**src/rtl/amp_guard_pkg.sv**
```systemverilog
package amp_guard_pkg;

  typedef struct packed {
    logic host_rst_n;
    logic uv_pos;
    logic uv_neg;
    logic over_volt;
    logic over_speed;
  } sense_t;

  localparam int SENSE_W = $bits(sense_t);

  // Combined fault condition from the synchronized sense inputs and the clock monitor
  function automatic logic fault_cond(sense_t s, logic no_clk);
    return (~s.host_rst_n) | s.uv_pos | s.uv_neg | s.over_volt | s.over_speed | no_clk;
  endfunction

  // Rising edge of a level given its current and previous value
  function automatic logic rise(logic now, logic prev);
    return now & ~prev;
  endfunction

endpackage

```
**src/rtl/amp_sync.sv**
```systemverilog
module amp_sync #(
  parameter int W      = 1,
  parameter int STAGES = 2
) (
  input  logic         clk,
  input  logic         rst_n,
  input  logic [W-1:0] d,
  output logic [W-1:0] q
);
  logic [W-1:0] stg [STAGES];

  always_ff @(posedge clk or negedge rst_n) begin
    if (!rst_n) stg[0] <= '0;
    else        stg[0] <= d;
  end

  for (genvar s = 1; s < STAGES; s++) begin : g_stage
    always_ff @(posedge clk or negedge rst_n) begin
      if (!rst_n) stg[s] <= '0;
      else        stg[s] <= stg[s-1];
    end
  end

  assign q = stg[STAGES-1];
endmodule

```
**src/rtl/amp_clk_monitor.sv**
```systemverilog
module amp_clk_monitor #(
  parameter int TIMEOUT_CYC = 1000
) (
  input  logic clk,
  input  logic rst_n,
  input  logic ref_s,
  output logic ref_edge,
  output logic no_clk
);
  import amp_guard_pkg::*;

  localparam int CW = $clog2(TIMEOUT_CYC + 1);
  localparam logic [CW-1:0] LIMIT = CW'(TIMEOUT_CYC);

  logic          ref_d;
  logic [CW-1:0] cnt;

  assign ref_edge = rise(ref_s, ref_d);
  assign no_clk   = (cnt == LIMIT);

  always_ff @(posedge clk or negedge rst_n) begin
    if (!rst_n) begin
      ref_d <= 1'b0;
      cnt   <= '0;
    end else begin
      ref_d <= ref_s;
      if (ref_edge)          cnt <= '0;
      else if (cnt != LIMIT) cnt <= cnt + 1'b1;
    end
  end

  p_timeout_r7: assert property (@(posedge clk) disable iff (!rst_n)
    (cnt == LIMIT - 1'b1 && !ref_edge) |=> no_clk);
  p_edge_restart_r7: assert property (@(posedge clk) disable iff (!rst_n)
    ref_edge |=> !no_clk);
endmodule

```
**src/rtl/amp_fault_latch.sv**
```systemverilog
module amp_fault_latch (
  input  logic clk,
  input  logic rst_n,
  input  logic en_s,
  input  logic fault_set,
  output logic en_rise,
  output logic flt_q,
  output logic run_q
);
  import amp_guard_pkg::*;

  logic en_d;

  assign en_rise = rise(en_s, en_d);

  always_ff @(posedge clk or negedge rst_n) begin
    if (!rst_n) begin
      en_d  <= 1'b0;
      flt_q <= 1'b1;
      run_q <= 1'b0;
    end else begin
      en_d <= en_s;
      if (fault_set)    flt_q <= 1'b1;
      else if (en_rise) flt_q <= 1'b0;
      if (!en_s || fault_set) run_q <= 1'b0;
      else if (en_rise)       run_q <= 1'b1;
    end
  end

  p_idle_off_r2: assert property (@(posedge clk) disable iff (!rst_n)
    !en_s |=> !run_q);
  p_start_needs_edge_r3: assert property (@(posedge clk) disable iff (!rst_n)
    $rose(run_q) |-> $past(en_rise));
  p_fault_latches_r4: assert property (@(posedge clk) disable iff (!rst_n)
    fault_set |=> (flt_q && !run_q));
  p_clear_on_edge_r5: assert property (@(posedge clk) disable iff (!rst_n)
    $fell(flt_q) |-> $past(en_rise && !fault_set));
  p_fault_wins_r6: assert property (@(posedge clk) disable iff (!rst_n)
    (en_rise && fault_set) |=> (flt_q && !run_q));
  p_run_excl_fault_r8: assert property (@(posedge clk) disable iff (!rst_n)
    run_q |-> !flt_q);
  p_hold_run_r9: assert property (@(posedge clk) disable iff (!rst_n)
    (run_q && en_s && !fault_set) |=> run_q);
endmodule

```
**src/rtl/amp_guard.sv**
```systemverilog
module amp_guard #(
  parameter int TIMEOUT_CYC = 1000,
  parameter int SYNC_STAGES = 2
) (
  input  logic clk,
  input  logic rst_n,
  input  logic enable_req,
  input  logic host_rst_n,
  input  logic uv_pos,
  input  logic uv_neg,
  input  logic over_volt,
  input  logic over_speed,
  input  logic ref_clk,
  output logic fault_n,
  output logic run_en
);
  import amp_guard_pkg::*;

  localparam int IN_W = SENSE_W + 2;

  logic [IN_W-1:0] raw, synced;
  sense_t          sense_s;
  logic            en_s, ref_s;
  logic            ref_edge, no_clk;
  logic            fault_set, en_rise, flt_q, run_q;

  assign raw = {ref_clk, enable_req, host_rst_n, uv_pos, uv_neg, over_volt, over_speed};

  amp_sync #(.W(IN_W), .STAGES(SYNC_STAGES)) u_sync (
    .clk(clk), .rst_n(rst_n), .d(raw), .q(synced)
  );

  assign ref_s   = synced[IN_W-1];
  assign en_s    = synced[IN_W-2];
  assign sense_s = sense_t'(synced[SENSE_W-1:0]);

  amp_clk_monitor #(.TIMEOUT_CYC(TIMEOUT_CYC)) u_mon (
    .clk(clk), .rst_n(rst_n), .ref_s(ref_s), .ref_edge(ref_edge), .no_clk(no_clk)
  );

  assign fault_set = fault_cond(sense_s, no_clk);

  amp_fault_latch u_latch (
    .clk(clk), .rst_n(rst_n), .en_s(en_s), .fault_set(fault_set),
    .en_rise(en_rise), .flt_q(flt_q), .run_q(run_q)
  );

  assign fault_n = ~flt_q;
  assign run_en  = run_q;

  p_outputs_excl_r8: assert property (@(posedge clk) disable iff (!rst_n)
    !(run_en && !fault_n));
  p_noclk_faults_r7: assert property (@(posedge clk) disable iff (!rst_n)
    no_clk |=> !fault_n);
endmodule

```
**config.mk**
```make
export PLATFORM = sky130hd
export DESIGN_NAME = amp_guard
export DESIGN_NICKNAME = d
export VERILOG_FILES = /design/src/rtl/amp_guard_pkg.sv /design/src/rtl/amp_sync.sv /design/src/rtl/amp_clk_monitor.sv /design/src/rtl/amp_fault_latch.sv /design/src/rtl/amp_guard.sv
export SDC_FILE = /design/constraint.sdc
export NUM_CORES = 1
export LEC_CHECK = 0
export CAP_MARGIN = 40
export CORE_MARGIN = 2
export CORE_UTILIZATION = 57
export DETAILED_ROUTE_END_ITERATION = 8
export PLACE_DENSITY = 0.83
export SLEW_MARGIN = 10
export SYNTH_ARGS = -nofsm -noshare
export SYNTH_HDL_FRONTEND = slang
export SYNTH_SLANG_ARGS = --single-unit
```
**constraint.sdc**
```tcl
create_clock -name clk -period 2.4 [get_ports clk]
set_input_delay 0.24 -clock clk [delete_from_list [all_inputs] [get_ports clk]]
set_output_delay 0.24 -clock clk [all_outputs]
set_load 0.01 [all_outputs]
```
# ---- Yosys cells after proc, flatten, opt, wreduce, memory -nomap -nowiden
# Index checks and enable logic that the tools add are counted.
dict set report word_totals {
  out_inout_bits 2
  rom_bits 0
  ram_bits 0
  memories 0
  reg_bits 28
  latch_bits 0
}
dict set report op_classes {
  reduce_logical 5
  magnitude_cmp 0
  eq_ne 2
  n_div 0
  shifts 0
  n_mux 6
  n_bitwise 11
  addsub 1
  mul 0
}
# cell n
set op_table {}
lappend op_table {{10-bit two-way mux} 2}
lappend op_table {{10-bit by 1-bit adder with 10-bit output, second input constant} 1}
lappend op_table {{10-bit equality test, second input constant} 1}
lappend op_table {{10-bit != test, second input constant} 1}
lappend op_table {{2-bit nonzero test} 3}
lappend op_table {{1-bit OR} 5}
lappend op_table {{1-bit two-way mux} 4}
lappend op_table {{1-bit NOT} 4}
lappend op_table {{1-bit bitwise AND} 2}
lappend op_table {{1-bit logical NOT} 1}
lappend op_table {{1-bit logical OR} 1}

# ---- Logic depth before layout (Yosys ltp)
dict set report depth {
  word_depth 8
  ltp_mapped 5
  ltp_nobuf 5
}

# ---- Hierarchy
# A second synthesis with hierarchy kept.
dict set report unflattened {
  cells_unflattened 90
  hier_area_um2 1098.6
}
# module cells_each area_each_um2 seq_area_each_um2 instances
set modules_own_cells {}
lappend modules_own_cells {amp_clk_monitor 58 563.0 275.3 1}
lappend modules_own_cells {amp_sync 21 402.9 350.3 1}
lappend modules_own_cells {amp_fault_latch 8 115.1 76.3 1}
lappend modules_own_cells {amp_guard 3 17.5 0.0 1}

# ---- Worst setup path before layout
# No wires, ideal clock.
dict set report synth_timing {
  path_type {flip-flop to flip-flop}
  startpoint {register u_sync.stg (netlist bit u_sync.q[2])}
  endpoint {register u_latch.flt_q}
  path_stages_with_launch 4
  t_arrival_ns 1.194
  synth_period_minus_slack_ns 1.282
  t_required_ns 2.312
  setup_time_ns 0.088
  setup_slack_ns 1.118
  cell_sequence {dfrtp_1 -> nand2b_1 -> or4_1 -> or3_1}
}
dict set report synth_between {
  elab_chain_cells 5
  word_cells_on_any_way 6
  cone_classes {mux: 1; bitwise: 4; reduce/logical: 1}
}
# item line_no
set synth_rtl {}
lappend synth_rtl {{from (decl)} amp_sync.sv:10} ;# logic [W-1:0] stg [STAGES];
lappend synth_rtl {{from (signal, indexed assignment)} amp_sync.sv:20} ;# else stg[s] <= stg[s-1];
lappend synth_rtl {{1-bit OR (*) (4 in series)} amp_guard_pkg.sv:15} ;# return (~s.host_rst_n) | s.uv_pos | s.uv_neg | s.over_volt | s.over_speed | no_clk;
lappend synth_rtl {{1-bit two-way mux or 2-bit nonzero test (tied branches)} -}
lappend synth_rtl {{to (signal assigned)} amp_fault_latch.sv:19} ;# flt_q <= 1'b1;
lappend synth_rtl {{to (signal assigned)} amp_fault_latch.sv:23} ;# if (fault_set) flt_q <= 1'b1;
lappend synth_rtl {{to (signal assigned)} amp_fault_latch.sv:24} ;# else if (en_rise) flt_q <= 1'b0;
lappend synth_rtl {{to (decl)} amp_fault_latch.sv:7} ;# output logic flt_q,
# Mark *: on every way between the ends. The rest lies on a longest branch, timed or not.
# A chain may end at the register's enable or synchronous reset.

# ---- Worst setup path after layout
dict set report layout_timing {
  startpoint {register u_latch.flt_q}
  endpoint {output fault_n}
}
dict set report layout_between {
  elab_chain_cells 1
}
# item line_no
set layout_rtl {}
lappend layout_rtl {{1-bit NOT} amp_guard.sv:48} ;# assign fault_n = ~flt_q;
lappend layout_rtl {{to (decl)} amp_guard.sv:14} ;# output logic fault_n,
# Every way passes these cells.

==> flow_summary.ini <==
[cts]
ctsRootBufferMaster = clkbuf_4
ctsResizeCount = 0
post_cts.repair.setup_buffers = 0
cts-htree-levels = 1
cts_inserted_buffers = 3
clkSlewWorstSetupHoldPaths_ps = 140
cts_hold_repair.buffers = 0
clock_sinks = 28
clock_latency_ps = 320
tritoncts = built
cts-root-to-sink-buffers = 2

[sta]
rsz0062_at_grt = no
post-route-min-period_ps = 1610
slew_violations = 0
setup_viol = 0
fmaxAchievable_ghz = 0.621
worst_pin_slew_ps = 503
finalCritPeriodShare = 0.671
timing_hold_violations_final = 0
max_slew_margin = 0.664
finalSetupTns_ps = 0
finClkSkew_ps = 6.06

[setup_path]
rr_startpoint = u_mon.cnt[0]
critical_path.max_stage_delay_ps = 540
crit_slowest_cell = dfstp_2
worst-path-stages = 2
ff2ff_path_depth = 5
worstPathCellList = inv_1, clkdlybuf4s50_1
critical_path_buf_inv_count = 2
timing.critical_path.max_delay_family = flip-flops
r2r_setup_slack_ps = 980
regToRegEndpoint = u_mon.cnt[1]
required_ps = 2160
startpoint_type = flop
crit_arrival_ps = 1370
setup.worst_path.start = u_latch.flt_q
endpoint_of_the_most_critical_setup_path = fault_n
critical_path_class = flop to output pin
endpoint_kind = output pin
peak_fanout_along_the_critical_path = 2

[final_layout]
fin_area_sq_um = 1220
flow.area_growth_from_synthesis_pct = 18.2
num-nets-final = 108
seqCellArea_sq_um = 702
antenna_cells = 0
drive_gt1_frac = 0.104
fillers = 114
area_occupied_by_multi_input_gates_sq_um = 304
layoutNonFillerInstCount = 121
final_core_utilization = 0.714

[synthesis]
synth.net_count = 93
synth_compound_area_frac = 0.0655
synth.cell_area_sq_um = 1030
adder_cell_area_share_of_the_yosys_netlist = 0.0242
post-synth-top-area-fraction = 0.655
post_synth_main_area_contributors = dfrtp_1 (65%), a21oi_1 (2.9%), o21ai_0 (2.9%)
synth.ff_latch_count = 28
post_synth_and_or_nand_nor_area_fraction = 0.168
synth_top_family_by_area = simple AND/OR/NAND/NOR gates
seq_area_frac_synth = 0.680
yosysUniqueCellTypes = 25
ys_warn_count = 0
synth_xor_xnor_area_share = 0.0170
synthesis.area_per_instance_sq_um = 12.6
cell_accounting_for_the_most_synthesized_area = dfrtp_1
synth.mux.area_fraction = 0.0194
synthesis.instances = 82

[floorplan]
floorplan.core_area_sq_um = 1710
die-height_microns = 46.6
fp.dieArea_sq_um = 2170
die_w_microns = 46.6
io_pins = 11
floorplan.rows = 15
start_util = 0.604

[pwr]
sequentialPowerShare = 0.586
power.net_switching_w = 0.000217
comb_power_share = 0.099
cellPowerDensity_nw_per_um2 = 774
cellLeakagePower_nw = 0.522
p_clk_frac = 0.315
p_sw_frac = 0.230
ir_drop_uv = 526
post-layout-total-power_w = 0.000944
power.internal_w = 0.000727

[place]
port_buffers = 10
placed_area_sq_um = 1170
dp.cells = 117
gpl.final_weighted_congestion = 0.747
dpl.hpwl_mm = 1.10

[worst_hold_path]
hold_path.class = input pin to async pin

[grt]
grt_max_degree = 29
grt_pass1_vias = 622
antenna_found_initial = 0
grt.overflow.total = 0
grt_first_pass_wirelength_mm = 2.59
gr-usage-all-layers = 0.186

[routing]
drt-pass1-iter-count = 4
post-route-drc-count = 0
detailroute.via_count = 662
routed_length_per_instance_microns = 13.0
dr.first_iter.drc_count = 12
drt_wl_total_mm = 1.57
detail-route-antenna-nets = 0
viasPerCell = 5.47

[outcome]
run_status = finished, final reports clean

[job]
cap_viol_max_count = 0
## Yosys cell counts, drive strengths merged
cell     count
clkbuf       1
nand4bb      1
o31ai        1
nand3b       2
nor3         2
dfstp        1
mux2i        2
dfrtp       27
a21oi        6
xnor2        1
nor2b        1
inv          6
nand2b       2
nand4        2
nand3        4
or4          2
ha           2
nand2        5
nor2         2
xor2         1
or3          5
o21ai        6
## worst reg2reg max path, cell delays in order, from the launching register on
cell	delay [ps]
dfrtp_1	450
inv_1	100
ha_1	150
nand4bb_1	110
nor3_2	310
mux2i_1	240
## power by group through the flow
| stage | clock (W) | combinational [W] | sequential (W) |
|---|---|---|---|
| after global placement | 0 | 0.0000903 | 0.000559 |
| after global routing | 0.000323 | 0.000109 | 0.000561 |
| final | 0.000297 | 0.0000935 | 0.000553 |
| after CTS | 0.000305 | 0.0000954 | 0.000553 |
| after floorplan | 0 | 0.0000603 | 0.000552 |
| after detailed placement | 0 | 0.0000955 | 0.000562 |
## cells in the final DEF (no fill, tap or decap)
master,instances
dfrtp_1,27
clkdlybuf4s50_1,10
inv_1,6
a21oi_1,6
o21ai_0,6
nand2_1,5
nand3_1,4
or3_1,3
clkbuf_4,3
or4_1,2
nand2b_1,2
or3_2,2
nor2_1,2
nand3b_1,2
mux2i_1,2
ha_1,2
nand4_2,1
nand4_1,1
o31ai_1,1
nor2b_1,1
nand4bb_1,1
nor3_2,1
nor3_1,1
xor2_1,1
xnor2_1,1
bufinv_16,1
buf_4,1
dfstp_2,1
## area by class of cell
type / count / share of cell area
flip-flops and latches: 28 / 0.575
multi-input cells: 47 / 0.249
repair buffers: 11 / 0.0882
well taps: 25 / 0.0256
clock inverters: 1 / 0.0246
clock buffers: 3 / 0.0185
inverters: 6 / 0.0185
## flip-flops by register name, summed over array words and instances, names as in the netlist
signal / flops
u_sync.q: 7
u_latch.en_d: 1
u_sync.stg: 7
u_mon.ref_d: 1
u_mon.cnt: 10
u_latch.run_q: 1
u_latch.flt_q: 1
## cell families after synthesis
group,after synthesis
simple gates,28
flops,28
compound gates,13
buf+inv,7
xor+xnor,2
mux,2
fa+ha+maj,2
## worst min path at each step
stage	start	endpoint	slack [ps]	cells after the start
finish	rst_n	u_latch.run_q	260	2
global placement	u_sync.stg[9]	u_sync.q[2]	330	0
CTS	rst_n	u_latch.en_d	270	2
global route	rst_n	u_latch.run_q	300	2
floorplan	rst_n	u_latch.en_d	-60	0
detailed placement	u_sync.stg[11]	u_sync.q[4]	330	0
## metrics by stage
step,setup WS (ps),hold slack (ps)
after global placement,1080,332
after floorplan,1120,-55.6
after detailed placement,984,335
after CTS,774,269
final,790,262
after global routing,731,297
## routing by layer
metal | track usage | share of wire
met4 | 0.166 | 0.034
met3 | 0.0314 | 0.049
met5 | 0 | 0
met1 | 0.216 | 0.42
met2 | 0.292 | 0.49
Power figures use the tool's default switching activity.
